==> config.mk <==
export PLATFORM = sky130hd
export DESIGN_NAME = req_chan_mapper
export DESIGN_NICKNAME = d
export VERILOG_FILES = /design/src/rtl/req_map_pkg.sv /design/src/rtl/req_map_dec.sv /design/src/rtl/req_map_regs.sv /design/src/rtl/req_map_route.sv /design/src/rtl/req_chan_mapper.sv
export SDC_FILE = /design/constraint.sdc
export NUM_CORES = 2
export LEC_CHECK = 0
export ABC_AREA = 1
export CORE_MARGIN = 2
export CORE_UTILIZATION = 25
export DETAILED_ROUTE_END_ITERATION = 10
export HOLD_SLACK_MARGIN = 0.08
export SLEW_MARGIN = 20
export SYNTH_ARGS = -nofsm -noshare
export SYNTH_HDL_FRONTEND = slang
export SYNTH_SLANG_ARGS = --single-unit
==> constraint.sdc <==
create_clock -name clk_i -period 3.95 [get_ports clk_i]
set_input_delay 0.79 -clock clk_i [delete_from_list [all_inputs] [get_ports clk_i]]
set_output_delay 0.79 -clock clk_i [all_outputs]
set_load 0.01 [all_outputs]
==> src/rtl/req_map_pkg.sv <==
package req_map_pkg;
  localparam int unsigned CHN_W    = 5;
  localparam int unsigned VLD_BIT  = 7;
  localparam int unsigned BUS_AW   = 16;
  localparam int unsigned BUS_DW   = 32;
  localparam int unsigned LO_SPAN  = 64;

  typedef struct packed {
    logic             vld;
    logic [CHN_W-1:0] chn;
  } map_ent_t;
endpackage

==> src/rtl/req_map_dec.sv <==
module req_map_dec
  import req_map_pkg::*;
#(
  parameter int unsigned NUM_REQ = 75,
  parameter int unsigned IDX_W   = $clog2(NUM_REQ)
) (
  input  logic [BUS_AW-1:0] addr_i,
  output logic              map_hit_o,
  output logic [IDX_W-1:0]  map_idx_o,
  output logic              stat_hit_o
);
  localparam int unsigned LO_N = (NUM_REQ < LO_SPAN) ? NUM_REQ : LO_SPAN;
  localparam int unsigned HI_N = (NUM_REQ > LO_SPAN) ? NUM_REQ - LO_SPAN : 0;

  logic [5:0] word;
  logic       aligned, lo_hit, hi_hit;

  always_comb begin
    word       = addr_i[7:2];
    aligned    = (addr_i[1:0] == 2'b00);
    lo_hit     = aligned && (addr_i[15:8] == 8'h01) && (32'(word) < LO_N);
    hi_hit     = aligned && (addr_i[15:8] == 8'h11) && (32'(word) < HI_N);
    stat_hit_o = aligned && (addr_i[15:4] == 12'h00E) && (addr_i[3:2] != 2'b11);
    map_hit_o  = lo_hit || hi_hit;
    map_idx_o  = hi_hit ? IDX_W'(32'(word) + LO_SPAN) : IDX_W'(word);
  end
endmodule

==> src/rtl/req_map_regs.sv <==
module req_map_regs
  import req_map_pkg::*;
#(
  parameter int unsigned NUM_REQ = 75,
  parameter int unsigned NUM_CH  = 16,
  parameter int unsigned IDX_W   = $clog2(NUM_REQ)
) (
  input  logic                     clk_i,
  input  logic                     rst_ni,
  input  logic                     wr_i,
  input  logic [IDX_W-1:0]         idx_i,
  input  logic [BUS_DW-1:0]        wdata_i,
  output map_ent_t [NUM_REQ-1:0]   map_o,
  output logic                     err_o
);
  map_ent_t [NUM_REQ-1:0] map_q;
  map_ent_t               new_ent;
  logic                   bad;
  logic                   err_q;

  always_comb begin
    new_ent.vld = wdata_i[VLD_BIT];
    new_ent.chn = wdata_i[CHN_W-1:0];
    bad         = new_ent.vld && (32'(new_ent.chn) >= NUM_CH);
  end

  always_ff @(posedge clk_i or negedge rst_ni) begin
    if (!rst_ni) begin
      map_q <= '0;
      err_q <= 1'b0;
    end else begin
      err_q <= wr_i && bad;
      if (wr_i && !bad) map_q[idx_i] <= new_ent;
    end
  end

  assign map_o = map_q;
  assign err_o = err_q;

  logic unused_wdata;
  assign unused_wdata = ^{wdata_i[BUS_DW-1:VLD_BIT+1], wdata_i[VLD_BIT-1:CHN_W]};

  a_r10_reject_keeps: assert property (@(posedge clk_i) disable iff (!rst_ni)
    err_q |-> $stable(map_q));

  for (genvar i = 0; i < NUM_REQ; i++) begin : g_chk
    a_r10_no_bad_entry: assert property (@(posedge clk_i) disable iff (!rst_ni)
      map_q[i].vld |-> (32'(map_q[i].chn) < NUM_CH));
  end
endmodule

==> src/rtl/req_map_route.sv <==
module req_map_route
  import req_map_pkg::*;
#(
  parameter int unsigned NUM_REQ = 75,
  parameter int unsigned NUM_CH  = 16
) (
  input  logic                   clk_i,
  input  logic                   rst_ni,
  input  logic [NUM_REQ-1:0]     req_i,
  input  map_ent_t [NUM_REQ-1:0] map_i,
  output logic [NUM_CH-1:0]      ch_req_o,
  output logic [NUM_CH-1:0]      start_o,
  output logic [NUM_CH-1:0]      end_o
);
  logic [NUM_CH-1:0] lvl_d, lvl_q, start_q, end_q, rise, fall;

  always_comb begin
    lvl_d = '0;
    for (int r = 0; r < NUM_REQ; r++) begin
      for (int c = 0; c < NUM_CH; c++) begin
        if (req_i[r] && map_i[r].vld && (32'(map_i[r].chn) == c)) lvl_d[c] = 1'b1;
      end
    end
    rise = lvl_d & ~lvl_q;
    fall = lvl_q & ~lvl_d;
  end

  always_ff @(posedge clk_i or negedge rst_ni) begin
    if (!rst_ni) begin
      lvl_q   <= '0;
      start_q <= '0;
      end_q   <= '0;
    end else begin
      lvl_q   <= lvl_d;
      start_q <= (start_q | rise) & ~fall;
      end_q   <= fall;
    end
  end

  assign ch_req_o = lvl_q;
  assign start_o  = start_q;
  assign end_o    = end_q;

  for (genvar c = 0; c < NUM_CH; c++) begin : g_chk
    a_r7_rise_sets_flag: assert property (@(posedge clk_i) disable iff (!rst_ni)
      $rose(lvl_q[c]) |-> start_q[c]);
    a_r7_flag_needs_req: assert property (@(posedge clk_i) disable iff (!rst_ni)
      start_q[c] |-> lvl_q[c]);
    a_r8_fall_pulses: assert property (@(posedge clk_i) disable iff (!rst_ni)
      $fell(lvl_q[c]) |-> (end_q[c] && !start_q[c]));
    a_r8_pulse_one_cycle: assert property (@(posedge clk_i) disable iff (!rst_ni)
      end_q[c] |=> !end_q[c]);
  end
endmodule

==> src/rtl/req_chan_mapper.sv <==
module req_chan_mapper
  import req_map_pkg::*;
#(
  parameter int unsigned NUM_REQ = 75,
  parameter int unsigned NUM_CH  = 16
) (
  input  logic               clk_i,
  input  logic               rst_ni,
  input  logic               bus_en_i,
  input  logic               bus_we_i,
  input  logic [15:0]        bus_addr_i,
  input  logic [31:0]        bus_wdata_i,
  output logic [31:0]        bus_rdata_o,
  output logic               bus_err_o,
  input  logic [NUM_REQ-1:0] req_i,
  output logic [NUM_CH-1:0]  ch_req_o,
  output logic [NUM_CH-1:0]  ch_start_o,
  output logic [NUM_CH-1:0]  ch_end_o
);
  localparam int unsigned IDX_W = $clog2(NUM_REQ);

  logic                   map_hit, stat_hit;
  logic [IDX_W-1:0]       map_idx;
  map_ent_t [NUM_REQ-1:0] map;
  map_ent_t               rd_ent;

  req_map_dec #(.NUM_REQ(NUM_REQ), .IDX_W(IDX_W)) u_dec (
    .addr_i     (bus_addr_i),
    .map_hit_o  (map_hit),
    .map_idx_o  (map_idx),
    .stat_hit_o (stat_hit)
  );

  req_map_regs #(.NUM_REQ(NUM_REQ), .NUM_CH(NUM_CH), .IDX_W(IDX_W)) u_regs (
    .clk_i   (clk_i),
    .rst_ni  (rst_ni),
    .wr_i    (bus_en_i && bus_we_i && map_hit),
    .idx_i   (map_idx),
    .wdata_i (bus_wdata_i),
    .map_o   (map),
    .err_o   (bus_err_o)
  );

  req_map_route #(.NUM_REQ(NUM_REQ), .NUM_CH(NUM_CH)) u_route (
    .clk_i    (clk_i),
    .rst_ni   (rst_ni),
    .req_i    (req_i),
    .map_i    (map),
    .ch_req_o (ch_req_o),
    .start_o  (ch_start_o),
    .end_o    (ch_end_o)
  );

  // status words fall through to zero: no hit on the map decode
  always_comb begin
    rd_ent      = map_hit ? map[map_idx] : '0;
    bus_rdata_o = '0;
    if (bus_en_i && !bus_we_i) begin
      bus_rdata_o[VLD_BIT]     = rd_ent.vld;
      bus_rdata_o[CHN_W-1:0]   = rd_ent.chn;
    end
  end

  a_r3_one_window: assert property (@(posedge clk_i) disable iff (!rst_ni)
    $onehot0({map_hit, stat_hit}));
  a_r4_stat_reads_zero: assert property (@(posedge clk_i) disable iff (!rst_ni)
    (bus_en_i && !bus_we_i && stat_hit) |-> (bus_rdata_o == 32'h0));
  a_r2_read_fields_only: assert property (@(posedge clk_i) disable iff (!rst_ni)
    (bus_rdata_o & 32'hFFFF_FF60) == 32'h0);
endmodule

# Word-level counts from Yosys, hierarchy flattened
# Index checks and enable logic that the tools add are counted.
[op_classes]
n_reduce_logical = 1364
bitwise_logic = 7
magnitude_cmp = 4
mux = 1209
n_eq_ne = 1127
add_sub_neg = 1
[op_table]
columns = ["operator", "count"]
rows = [
  ["$eq A5 B4 Y1 const B", 600],
  ["$eq A5 B3 Y1 const B", 300],
  ["$logic_and A1 B1 Y1", 1285],
  ["$mux W1", 1201],
  ["$eq A5 B2 Y1 const B", 150],
  ["$bwmux W450", 1],
  ["$eq A5 B1 Y1 const B", 75],
  ["$logic_not A5 Y1", 75],
  ["$and A16 B16 Y16", 3],
  ["$not A16 Y16", 3],
  ["$bmux W6 S7", 1],
  ["$demux W6 S7", 1],
  ["$mux W6", 3],
  ["$or A16 B16 Y16", 1],
  ["$eq A8 B1 Y1 const B", 1],
  ["$eq A8 B5 Y1 const B", 1],
  ["$lt A7 B8 Y1 const B", 1],
  ["$add A6 B7 Y7 const B", 1],
  ["$ge A7 B1 Y1 const B", 1],
  ["$mux W7", 1],
  ["$lt A6 B4 Y1 const B", 1],
  ["$ge A5 B5 Y1 const B", 1],
  ["$mux W5", 1],
  ["$logic_not A1 Y1", 2],
  ["other kinds (2)", 2],
]
[word_totals]
inputBits = 127
ff_bits = 499
wordCells = 3866
output_inout_bits = 81

# Depth between registers and ports, before layout
[depth]
depth_word = 81
ltp_mapped = 17
ltp_nobuf = 14

# By module
# From an unflattened synthesis, not the netlist that was laid out.
[hier_totals]
hier_cells = 7242
area_unflattened_um2 = 41504.8
[by_module_without_submodules]
columns = ["mod", "seq_area_each_um2", "cells_per_inst", "n_inst", "area_each_um2"]
rows = [
  ["req_map_regs", 11285.8, 2076, 1, 18283.8],
  ["req_map_route", 1201.2, 3814, 1, 17315.4],
  ["req_chan_mapper", 0.0, 1311, 1, 5706.7],
  ["req_map_dec", 0.0, 41, 1, 198.9],
]

# Worst setup path before layout
# OpenSTA, ideal clock, no wires.
[synth_timing]
kind = "input to output"
from = "input bus_addr_i[3]"
to = "output bus_rdata_o[4]"
required_ps = 3160
n_path_buf = 4
arrival_ps = 2272
path_slack_ps = 888
path_stages = 17
path_cell_list = "buf_4 -> nor2_1 -> buf_2 -> nand2_1 -> buf_2 -> inv_1 -> buf_2 -> nand2_1 -> nand2_1 -> nor2_1 -> nand2_1 -> nand2_1 -> nand2_1 -> nor2_1 -> nor2_1 -> nor2_1 -> nor2_1"
[synth_between]
elab_chain_cells = 7
word_cells_on_any_way = 9
classes_between = "1 x add/sub; 1 x order compare; 5 x mux; 2 x reduce/logical"
[synth_lines]
columns = ["element", "line", "rtl"]
rows = [
  ["from (decl)", "req_chan_mapper.sv:11", "input logic [15:0] bus_addr_i,"],
  ["$lt A6 B4 Y1", "req_map_dec.sv:22", "hi_hit = aligned && (addr_i[15:8] == 8'h11) && (32'(word) < HI_N);"],
  ["$logic_and A1 B1 Y1", "req_map_dec.sv:22", ""],
  ["$mux W7", "req_map_dec.sv:25", "map_idx_o = hi_hit ? IDX_W'(32'(word) + LO_SPAN) : IDX_W'(word);"],
  ["$bmux W6 S7", "req_chan_mapper.sv:56", "rd_ent = map_hit ? map[map_idx] : '0;"],
  ["$mux W6 (implied by the code)", "req_chan_mapper.sv:56", ""],
  ["$mux W6 (*)", "req_chan_mapper.sv:56", ""],
  ["$mux W5 (*)", "req_chan_mapper.sv:58", "if (bus_en_i && !bus_we_i) begin"],
  ["to (decl)", "req_chan_mapper.sv:13", "output logic [31:0] bus_rdata_o,"],
]
# Every way passes the cells marked *; elsewhere a longest branch is shown, timed or not. The select of a mux whose other input is x is not followed.

# Worst setup path in the final report
[layout_timing]
from = "input bus_addr_i[4]"
to = "output bus_rdata_o[2]"
# Same word-level chain as after synthesis.

==> impl_results.md <==
- Number of max-cap violations: 0
- CP required: approximately 3.2 ns
- Worst-path cell chain: buf_4 -> buf_12 -> nor2_4 -> buf_4 -> buf_4 -> nor3_1 -> nor2_1 -> nand2_2 -> nor2_1 -> buf_4 -> nand2_1 -> nand2_1 -> nor2_1 -> nand2_1 -> nor2_2 -> nor2_1 -> dlygate4sd2_1
- Final #Nets: 6958
- Largest net degree at the start of global routing: 106
- Count of cell types in the netlist: 34
- Global route overflow: 0
- Initial DRT Pass Iterations: 8
- CP max FO: 5
- DRC: 0
- Max Slew Vio Count: 0
- Setup TNS: 0 ns
- Clock skew: 0.05939 ns
- Slew headroom: between 20% and 30%
- Die Y-Extent: 397.2 um
- Seq cells post-synth: roughly 500
- Initial core utilization: 25.12%
- Crit. End Element: primary output
- Placer Congestion: 1.173
- # rows: 144
- Avg Vias per Cell: 5.383
- Ports: 208
- Core area: about 150000 um2
- Syn Area/Cell: a little under 6 um2
- Filler Cell Count: around 17000
- Pre-CTS setup slack: -0.5362 ns
- Post-route cell area: 46630 um2
- Vias in the first global route: ~43000
- Clock transition at path regs: about 0.06 ns
- Slowest CP cell: dlygate4sd2_1
- Fmax: 0.2546 GHz
- PwrDens: 283.2 nW/um2
- Status: finished clean
- RSZ-0062 raised after global routing: false
- CTS tree: done
- Setup ws final: 0.02151 ns
- Synthesis Warnings: 0
- Placed inst area: 43970 um2
- Maximum VDD drop: 0.3320 mV
- Cell Area, Synth: approximately 39000 um2
- Final setup fails: 0
- Post-DP HPWL: 215200 um
- Leak pwr: 23.57 nW
- WP data arrival: 3.14 ns
- Tmin final: between 3 and 4 ns
- Crit path kind: in2out
- Die area: between 150000 and 200000 um2
- Share of cells above drive strength 1: 7.045%
- Slowest cell delay on critical path: a little under 0.3 ns
- Count of clock tree sinks: 499
- DRT antenna net count: 0
- Skew-Pair Late Insertion Delay: 0.73 ns
- Design Power: 13.20 mW
- Final Hold Vio Count: 0
- Final worst path period share: 99.46%
- Total GRT Usage: 31.98%
- Antenna violations before repair: 17
- R2r worst-path depth: 14
- Share of the yosys chip area belonging to registers: 32.30%
- Vias: 48094
- Total Wirelength: 260200 um
- Syn Inst Count: approximately 6600
- Min-delay worst type: reg2reg
- Clock Root Buffer: clkbuf_16
- WL/cell: 29.13 um
- Global-route wire length before repair: 348500 um
- I/O Buffers: 155
- Worst slew pin tran: approximately 1.2 ns
- Longest Clk Path Bufs: 3
- Die X: around 400 um
- Total CTS buffers: slightly below 70
- Startpoint Class: input port
- Most frequent cells in the layout: nand2_1, nor2_1, nand3_1
- Area growth syn-to-layout: 20.63%
- H-tree Lvls: 3
- Worst hold path depth: 2
- Initial DRC Count: 7648
- Commonest non-fill, non-tap cell in the layout: nand2_1
[per-layer routing]
layer | track usage [%] | share of wire [%] | vias up
met1 | 43.90 | 41 | 22941
met5 | 0 | 0.051 | -
met2 | 45.49 | 40 | 3128
li1 | - | - | 21480
met3 | 8.515 | 12 | 523
met4 | 16.85 | 6.2 | 22
[what timing repair did]
item	CTS	global route
resized for setup	46	15
endpoints found under the setup margin	6	6
hold buffers	1	0
pin swaps	7	5
setup buffers	7	0
cloned	2	0
hold endpoints to repair	32	0
[flip-flops by register name, summed over array words and instances, names as in the netlist]
name and flops:
u_regs.err_o 1, u_route.ch_req_o 16, u_regs.map_o 450, u_route.end_o 16, u_route.start_o 16
[critical path, delay by kind of cell]
family | cells | cell delay (ns)
AND/OR/NAND/NOR | 11 | 1.27
buffers and inverters | 6 | 1.08
[kinds of logic after synthesis]
group           after synthesis  share of synthesized area [%]
simple gates               4482                          49.00
flops                       499                          32.30
buf+inv                     950                          10.04
other cells                   1                       0.009701
compound gates              652                          8.646
[final cells by class]
type                       instances  area (um2)  share of cell area [%]
multi-input combinational       5160       22480                   48.22
sequential                       499       12490                   26.78
timing repair buffer             426        4164                   8.930
tap                             2044        2557                   5.485
inverter                         676        2544                   5.455
clock buffer                      91        1961                   4.205
clock inverter                    32       417.9                  0.8963
antenna                            6       15.01                 0.03220
[metrics by stage]
stage          util (%)  hold WS [ns]  std cells
3_5_place_dp      28.58        0.4579       8795
2_1_floorplan         -        0.4637       6609
5_1_grt           30.30        0.5001       8934
4_1_cts           30.28        0.4730       8928
6_report          30.30        0.4669       8934
3_3_place_gp      28.58        0.4585       8795
[report_power, final]
part	switching (mW)	internal, mW	total (mW)
clock network	2.76	4.03	6.79
logic	0.906	0.387	1.29
registers	0.00279	5.12	5.12
total	3.67	9.53	13.2
[Yosys cell counts, drive strengths merged]
library cell	n	share of area [%]
clkinv	3	0.029
buf	143	2.2
nand3	945	12
o211a	1	0.026
inv	673	6.5
nand4	164	2.7
o22ai	35	0.57
clkbuf	131	1.3
o211ai	4	0.078
o221ai	4	0.091
nand3b	9	0.17
o21ai	579	7.5
nor3	53	1.5
and3	2	0.032
dfrtp	499	32
o21a	2	0.039
nand2	2140	21
a21oi	27	0.35
nor2	1162	11
conb	1	0.0097
and2	7	0.11
[path summary, 6_finish.rpt]
check                                         from                  end  slack, ns
worst max-delay path                 bus_addr_i[4]       bus_rdata_o[2]       0.02
worst min-delay path            u_route.start_o[3]   u_route.start_o[3]       0.47
worst max register to register   u_regs.map_o[308]  u_route.start_o[10]       0.92
worst min register to register  u_route.start_o[3]   u_route.start_o[3]       0.47
max in group asynchronous                   rst_ni     u_regs.map_o[33]       2.30
min in group asynchronous                   rst_ni    u_regs.map_o[284]       0.61
No activity file was read; power rests on OpenSTA's default activity.
